===== config.mk =====
export PLATFORM = sky130hd
export DESIGN_NAME = kpr_autobaud_responder
export DESIGN_NICKNAME = d
export VERILOG_FILES = /design/src/rtl/kpr_pkg.sv /design/src/rtl/kpr_sync2.sv /design/src/rtl/kpr_autobaud_rx.sv /design/src/rtl/kpr_reply_tx.sv /design/src/rtl/kpr_change_flag.sv /design/src/rtl/kpr_autobaud_responder.sv
export SDC_FILE = /design/constraint.sdc
export NUM_CORES = 1
export LEC_CHECK = 0
export BUFFER_PORTS_ARGS = -buffer_cell sky130_fd_sc_hd__buf_2
export CAP_MARGIN = 30
export CORE_MARGIN = 5
export CORE_UTILIZATION = 63
export DETAILED_ROUTE_END_ITERATION = 6
export PLACE_DENSITY = 0.8
export SYNTH_ARGS = -nofsm -noshare
export SYNTH_HDL_FRONTEND = slang
export SYNTH_SLANG_ARGS = --single-unit

===== constraint.sdc =====
create_clock -name clk -period 4.35 [get_ports clk]
set_input_delay 0.435 -clock clk [delete_from_list [all_inputs] [get_ports clk]]
set_output_delay 0.435 -clock clk [all_outputs]
set_load 0.005 [all_outputs]

===== src/rtl/kpr_pkg.sv =====
package kpr_pkg;

   localparam logic [7:0] REQ_CODE  = 8'h50;
   localparam logic [7:0] MARK_BITS = 8'h40;
   localparam int unsigned N_KEYS   = 10;
   localparam int unsigned RUN_BITS = 5;
   localparam int unsigned TAIL     = 8 - (RUN_BITS - 1);
   localparam int unsigned FRAME_W  = 20;

   typedef enum logic [1:0] {RX_IDLE, RX_LOW, RX_BITS, RX_WAIT_HI} rx_state_e;
   typedef enum logic [1:0] {TX_IDLE, TX_WAIT, TX_SEND} tx_state_e;

   function automatic logic [FRAME_W-1:0] pack_reply(input logic [N_KEYS-1:0] k);
      logic [7:0] lo_b;
      logic [7:0] hi_b;
      lo_b = MARK_BITS | {2'b00, k[5:0]};
      hi_b = MARK_BITS | {4'b0000, k[9:6]};
      return {1'b1, hi_b, 1'b0, 1'b1, lo_b, 1'b0};
   endfunction

endpackage


===== src/rtl/kpr_sync2.sv =====
module kpr_sync2 #(
   parameter logic RST_VAL = 1'b1
) (
   input  logic clk,
   input  logic rst_n,
   input  logic d,
   output logic q
);
   logic meta;

   always_ff @(posedge clk or negedge rst_n) begin
      if (!rst_n) begin
         meta <= RST_VAL;
         q    <= RST_VAL;
      end else begin
         meta <= d;
         q    <= meta;
      end
   end
endmodule


===== src/rtl/kpr_autobaud_rx.sv =====
module kpr_autobaud_rx
   import kpr_pkg::*;
#(
   parameter int unsigned MIN_BIT = 16,
   parameter int unsigned MAX_BIT = 100,
   parameter int unsigned W       = 8
) (
   input  logic         clk,
   input  logic         rst_n,
   input  logic         rx_s,
   input  logic         hold,
   output logic         accept,
   output logic [W-1:0] bit_t
);
   localparam logic [W-1:0] MIN_V = W'(MIN_BIT);
   localparam logic [W-1:0] MAX_V = W'(MAX_BIT);
   localparam int unsigned  RW    = $clog2(RUN_BITS);
   localparam logic [RW-1:0] R_TOP = RW'(RUN_BITS - 1);
   localparam logic [2:0]   I_TOP = 3'(TAIL);

   rx_state_e      st;
   logic           rx_d;
   logic [W-1:0]   quo;
   logic [RW-1:0]  rem;
   logic [W-1:0]   tmr;
   logic [2:0]     idx;
   logic [TAIL-1:0] got;
   logic           fall;

   assign fall = rx_d & ~rx_s;

   always_ff @(posedge clk or negedge rst_n) begin
      if (!rst_n) begin
         st     <= RX_IDLE;
         rx_d   <= 1'b1;
         quo    <= '0;
         rem    <= '0;
         tmr    <= '0;
         idx    <= '0;
         got    <= '0;
         bit_t  <= '0;
         accept <= 1'b0;
      end else begin
         rx_d   <= rx_s;
         accept <= 1'b0;
         if (hold) begin
            st <= RX_IDLE;
         end else begin
            case (st)
               RX_IDLE: begin
                  if (fall) begin
                     st  <= RX_LOW;
                     quo <= '0;
                     rem <= RW'(1);
                  end
               end
               RX_LOW: begin
                  if (rx_s) begin
                     if (quo >= MIN_V && quo <= MAX_V) begin
                        bit_t <= quo;
                        tmr   <= quo >> 1;
                        idx   <= '0;
                        st    <= RX_BITS;
                     end else begin
                        st <= RX_IDLE;
                     end
                  end else if (quo > MAX_V) begin
                     st <= RX_WAIT_HI;
                  end else if (rem == R_TOP) begin
                     rem <= '0;
                     quo <= quo + 1'b1;
                  end else begin
                     rem <= rem + 1'b1;
                  end
               end
               RX_BITS: begin
                  if (tmr == '0) begin
                     tmr <= bit_t - 1'b1;
                     idx <= idx + 1'b1;
                     if (idx == I_TOP) begin
                        st     <= rx_s ? RX_IDLE : RX_WAIT_HI;
                        accept <= rx_s && (got == REQ_CODE[7:RUN_BITS-1]);
                     end else begin
                        got <= {rx_s, got[TAIL-1:1]};
                     end
                  end else begin
                     tmr <= tmr - 1'b1;
                  end
               end
               default: begin
                  if (rx_s) st <= RX_IDLE;
               end
            endcase
         end
      end
   end

   // a learned bit time always lies inside the accepted window
   p_accept_in_range_r2: assert property (@(posedge clk) disable iff (!rst_n)
      accept |-> (bit_t >= MIN_V && bit_t <= MAX_V));

   // nothing is accepted while the transmitter is busy
   p_hold_blocks_r13: assert property (@(posedge clk) disable iff (!rst_n)
      hold |=> !accept);

endmodule


===== src/rtl/kpr_reply_tx.sv =====
module kpr_reply_tx
   import kpr_pkg::*;
#(
   parameter int unsigned W = 8
) (
   input  logic              clk,
   input  logic              rst_n,
   input  logic              start,
   input  logic [W-1:0]      bit_t,
   input  logic [N_KEYS-1:0] keys,
   output logic              busy,
   output logic              oe,
   output logic              dout
);
   localparam logic [4:0] LAST = 5'(FRAME_W - 1);

   tx_state_e          st;
   logic [W:0]         tmr;
   logic [W-1:0]       bt;
   logic [FRAME_W-1:0] sr;
   logic [4:0]         nbit;

   always_ff @(posedge clk or negedge rst_n) begin
      if (!rst_n) begin
         st   <= TX_IDLE;
         tmr  <= '0;
         bt   <= '0;
         sr   <= '1;
         nbit <= '0;
      end else begin
         case (st)
            TX_IDLE: begin
               if (start) begin
                  bt   <= bit_t;
                  tmr  <= {bit_t, 1'b0} - 1'b1;
                  sr   <= pack_reply(keys);
                  nbit <= '0;
                  st   <= TX_WAIT;
               end
            end
            TX_WAIT: begin
               if (tmr == '0) begin
                  tmr <= {1'b0, bt} - 1'b1;
                  st  <= TX_SEND;
               end else begin
                  tmr <= tmr - 1'b1;
               end
            end
            default: begin
               if (tmr == '0) begin
                  if (nbit == LAST) begin
                     st <= TX_IDLE;
                  end else begin
                     sr   <= {1'b1, sr[FRAME_W-1:1]};
                     nbit <= nbit + 1'b1;
                     tmr  <= {1'b0, bt} - 1'b1;
                  end
               end else begin
                  tmr <= tmr - 1'b1;
               end
            end
         endcase
      end
   end

   assign busy = (st != TX_IDLE);
   assign oe   = (st == TX_SEND);
   assign dout = oe ? sr[0] : 1'b1;

   // every answer opens with a low start bit
   p_start_low_r6: assert property (@(posedge clk) disable iff (!rst_n)
      $rose(oe) |-> !dout);

   // the line is let go only after a high stop level
   p_release_high_r6: assert property (@(posedge clk) disable iff (!rst_n)
      $fell(oe) |-> $past(dout));

   // the bit time stays fixed for the whole answer
   p_rate_held_r3: assert property (@(posedge clk) disable iff (!rst_n)
      (busy && $past(busy)) |-> $stable(bt));

endmodule


===== src/rtl/kpr_change_flag.sv =====
module kpr_change_flag (
   input  logic clk,
   input  logic rst_n,
   input  logic change,
   input  logic clear,
   output logic pull
);
   always_ff @(posedge clk or negedge rst_n) begin
      if (!rst_n)      pull <= 1'b0;
      else if (change) pull <= 1'b1;
      else if (clear)  pull <= 1'b0;
   end

   // a change pulls the flag on the next cycle
   p_set_on_change_r10: assert property (@(posedge clk) disable iff (!rst_n)
      change |=> pull);

   // a poll with no concurrent change releases the flag
   p_clear_on_poll_r10: assert property (@(posedge clk) disable iff (!rst_n)
      (clear && !change) |=> !pull);

   // a change colliding with a poll is not lost
   p_collision_keeps_r11: assert property (@(posedge clk) disable iff (!rst_n)
      (clear && change) |=> pull);
endmodule


===== src/rtl/kpr_autobaud_responder.sv =====
module kpr_autobaud_responder
   import kpr_pkg::*;
#(
   parameter int unsigned MIN_BIT_CLKS = 2604,
   parameter int unsigned MAX_BIT_CLKS = 12500,
   parameter bit          SPLIT_RX     = 1'b0
) (
   input  logic              clk,
   input  logic              rst_n,
   input  logic              line_in,
   input  logic              rx_in,
   input  logic [N_KEYS-1:0] key_state,
   input  logic              key_change,
   output logic              line_oe,
   output logic              line_out,
   output logic              flag_pull
);
   localparam int unsigned W = $clog2(MAX_BIT_CLKS + 2);

   if (MIN_BIT_CLKS < 4) begin : g_bad_min
      $error("MIN_BIT_CLKS must be at least 4");
   end
   if (MAX_BIT_CLKS < MIN_BIT_CLKS) begin : g_bad_max
      $error("MAX_BIT_CLKS must not be below MIN_BIT_CLKS");
   end
   if (REQ_CODE[RUN_BITS-2:0] != '0 || !REQ_CODE[RUN_BITS-1]) begin : g_bad_code
      $error("request code does not open with the expected low run");
   end

   logic         req_pin;
   logic         req_s;
   logic         accept;
   logic         busy;
   logic [W-1:0] bit_t;

   if (SPLIT_RX) begin : g_split_rx
      logic unused_line;
      assign unused_line = line_in;
      assign req_pin     = rx_in;
   end else begin : g_shared_rx
      logic unused_rx;
      assign unused_rx = rx_in;
      assign req_pin   = line_in;
   end

   kpr_sync2 #(.RST_VAL(1'b1)) u_sync (
      .clk   (clk),
      .rst_n (rst_n),
      .d     (req_pin),
      .q     (req_s)
   );

   kpr_autobaud_rx #(
      .MIN_BIT (MIN_BIT_CLKS),
      .MAX_BIT (MAX_BIT_CLKS),
      .W       (W)
   ) u_rx (
      .clk    (clk),
      .rst_n  (rst_n),
      .rx_s   (req_s),
      .hold   (busy),
      .accept (accept),
      .bit_t  (bit_t)
   );

   kpr_reply_tx #(.W(W)) u_tx (
      .clk   (clk),
      .rst_n (rst_n),
      .start (accept),
      .bit_t (bit_t),
      .keys  (key_state),
      .busy  (busy),
      .oe    (line_oe),
      .dout  (line_out)
   );

   kpr_change_flag u_flag (
      .clk    (clk),
      .rst_n  (rst_n),
      .change (key_change),
      .clear  (accept),
      .pull   (flag_pull)
   );

   // an accepted poll without a new change leaves the flag released at reply start
   p_flag_free_at_reply_r10: assert property (@(posedge clk) disable iff (!rst_n)
      (accept && !key_change) |=> !flag_pull);

endmodule


==> key figures <==
Placement
  • Final HPWL DP: approximately 11,000 µm
  • Routability Congestion: just under 0.9
  • Port Buffers: 16
  • Worst slack at placement: between 1 and 1.5 ns

Power and ir drop
  • Power share of the clock group: about two fifths
  • Power per cell area: between 400 and 500 nW/µm²
  • Switch share: between 30% and 40%
  • Switching power: between 1 and 1.5 mW
  • Pleak: about 3.3 nW
  • Peak supply drop: around 0.43 mV
  • Int Power: 2.33 mW
  • Combinational share of power: between 20% and 30%
  • Seq pwr share: between 30% and 40%

Detailed routing
  • Drt pass-1 iters: 6
  • Residual DRC: 0
  • Via count: 5,888
  • Initial DRC count: 594
  • Wire length per cell: between 15 and 20 µm
  • Number of routed nets with antenna violations: 0
  • Routed WL: 16,600 µm
  • Vias per inst: roughly 6.5

Synth
  • EDFF count, synth: 0
  • Top FF cell, synth: dfrtp_1
  • Post-synth cell types: 79
  • Share of the synthesized area in the top cell type: approximately a third
  • Mapped cell area: 6690 µm²
  • Top cells by area, synth: dfrtp_1, dfstp_2, nand2_1
  • Post-synth top area cell: dfrtp_1
  • Warnings, synthesis: 0
  • Yosys reg bits: between 100 and 150
  • Post-synth ARST share: 100%
  • Post-Synthesis Net Count: 787
  • Sequential area share after synthesis: between 40 and 50%
  • Syn_area_per_cell: between 8 and 9 µm²
  • Gate Count Post-Synth: between 700 and 800

Clocking
  • CTS max path bufs: 2
  • Clk slew on worst S/H paths: about 0.060 ns
  • # H-tree levels: 4
  • Post-CTS setup buffer count: 0
  • Worst skew pair latency: 0.53 ns
  • Post-cts hold buffer count: 2
  • Clock Tree Root: clkbuf_8
  • CTS resizes: 0
  • Clock sinks: 114
  • Cts bufs inserted: 17
  • CTS tree: done

Timing
  • Period minus WS final: about 3.4 ns
  • Least-Margin Pin Slew: around 0.96 ns
  • Setup ws final: around 0.95 ns
  • Final worst path period share: 78.1%
  • Worst slew margin: 35.9%
  • Setup violators final: 0
  • RSZ-0062 raised after global routing: no
  • Fin Setup TNS: 0 ns
  • F_max: just under 300 MHz
  • Final Max Slew Viols: 0
  • Final hold violation count: 0
  • Clk_skew: ~0.0041 ns

Worst setup path
  • Crit path max-delay family: simple AND/OR/NAND/NOR gates
  • Slowest CP cell: or3b_2
  • Crit path DAT: between 3 and 4 ns
  • CP Cell Sequence: nor2_1 -> nand4b_1 -> nor2_2 -> a21oi_1 -> ha_1 -> or3b_2 -> nor2_1 -> o311ai_4 -> nor4_1 -> mux2i_1 -> a21oi_1 -> a221o_1
  • Crit-path max FO: 6
  • WP data required: about 4.8 ns
  • CP endpoint kind: flip-flop
  • Startpoint type of the worst setup path: flip-flop
  • Max stage delay on crit path: between 0.5 and 0.6 ns
  • CP Buf/Inv Count: 0
  • Crit path kind: reg -> reg

Final layout
  • Nets@finish: around 790
  • Fin util: a little over 70%
  • Most frequent cells in the layout: nand2_1, dfrtp_1, nor2_1, o21ai_0, a21oi_1
  • Diodes inserted: 0
  • Share of cells above drive strength 1: ~15%
  • Layout area overhead: 11.3%
  • Most common cell after layout, fill and taps aside: nand2_1

Floorplanning
  • Die area: around 13,000 µm²
  • Initial Util: 64.8%
  • Die Wd: between 100 and 150 µm
  • Die Height: about 110 µm
  • Num rows: 37
  • # IOs: 18
  • Core ar.: ~10,000 µm²

Global route
  • Vias in the first global route: around 5,700
  • Overflow after GRT: 0
  • Largest net degree at the start of global routing: 66
  • Initial antenna violation count: 0
  • GRT Util Overall: a little over a quarter
  • First-pass GRT wire length: 28,000 µm

Outcome
  • Outcome: complete, no violations

Worst hold path
  • Min-Delay Path Class: in -> reg

Flow run
  • Maxcap violations: 0
## worst register-to-register path: stages, from the launching register on
cell and delay [ns]:
dfrtp_1 0.41, nor2_1 0.15, nand4b_1 0.30, nor2_2 0.11, a21oi_1 0.20, ha_1 0.23
or3b_2 0.51, nor2_1 0.25, o311ai_4 0.21, nor4_1 0.31, mux2i_1 0.24, a21oi_1 0.08
a221o_1 0.28
## synth_stat cells, types with 20 or more instances
cell	instances
nand2_1	119
dfrtp_1	92
nor2_1	76
o21ai_0	46
a21oi_1	44
clkbuf_1	29
nor3_1	29
nand3_1	28
inv_1	23
a31oi_1	22
dfstp_2	22
mux2_2	20
## power by group through the flow
stage / sequential, mW / clock [mW] / combinational, mW
final: 1.25 / 1.38 / 0.745
after global routing: 1.26 / 1.45 / 0.843
after CTS: 1.24 / 1.39 / 0.739
after detailed placement: 1.26 / 0 / 0.722
after global placement: 1.25 / 0 / 0.686
after floorplan: 1.22 / 0 / 0.577
## final cells by class
cell class	count	area (µm²)
multi-input cells	576	3520
fillers	750	2880
flip-flops and latches	114	2880
clock buffers	27	512
repair buffers	28	198
well taps	136	170
inverters	23	86.3
clock inverters	4	72.6
## metrics by stage
stage	area (µm²)	power (mW)	hold slack (ns)	cells
floorplan	6690	1.80	0.139	758
global placement	6800	1.94	0.350	873
detailed placement	6840	1.98	0.349	875
CTS	7440	3.37	0.0755	908
global route	7440	3.55	0.0742	908
finish	7440	3.37	0.0874	908
## registers in the layout, indices dropped and copies added (netlist names), 2 cells and up
register,count
u_tx.sr,19
u_tx.tmr,15
u_rx.bit_t,14
u_rx.quo,14
u_rx.tmr,14
u_tx.bt,14
u_tx.nbit,5
u_rx.got,4
u_rx.idx,3
u_rx.rem,3
u_rx.st,2
u_tx.st,2
## layer usage
metal / up-vias / part of all wire, % / global-route usage [%] / wire [µm]
met1: 2908 / 42 / 33.9 / 6990
li1: 2719 / - / - / -
met2: 218 / 50 / 45.6 / 8320
met3: 43 / 5.0 / 6.47 / 832
met4: 0 / 2.5 / 11.8 / 414
met5: - / 0 / 0 / 0
## final timing paths
check                                         from  slack, ns                  endpoint  cells after the start
hold reg to reg              u_sync.meta$_DFF_PN1_       0.36        u_sync.q$_DFF_PN1_                      0
max in group asynchronous                    rst_n       2.95   u_rx.tmr[1]$_DFFE_PN0P_                      4
setup / recovery           u_tx.tmr[5]$_DFFE_PN0P_       0.95  u_tx.tmr[10]$_DFFE_PN0P_                     12
min in group asynchronous                    rst_n       0.35   u_tx.tmr[6]$_DFFE_PN0P_                      2
hold / removal                          key_change       0.09   u_flag.pull$_DFFE_PN0P_                      2
setup reg to reg           u_tx.tmr[5]$_DFFE_PN0P_       0.95  u_tx.tmr[10]$_DFFE_PN0P_                     12
## logic make-up (layout without fill, tap and decap cells)
family / after synthesis / after routing / share of synthesized area [%]
AND/OR/NAND/NOR: 322 / 322 / 23.3
AO/OA/AOI/OAI: 181 / 181 / 18.0
flip-flops: 114 / 114 / 43.1
buffers and inverters: 68 / 82 / 4.29
XOR/XNOR: 30 / 30 / 3.93
multiplexers: 29 / 29 / 4.74
adder cells (fa/ha/maj): 14 / 14 / 2.62
Note: power is estimated with default switching activity, not from simulation.
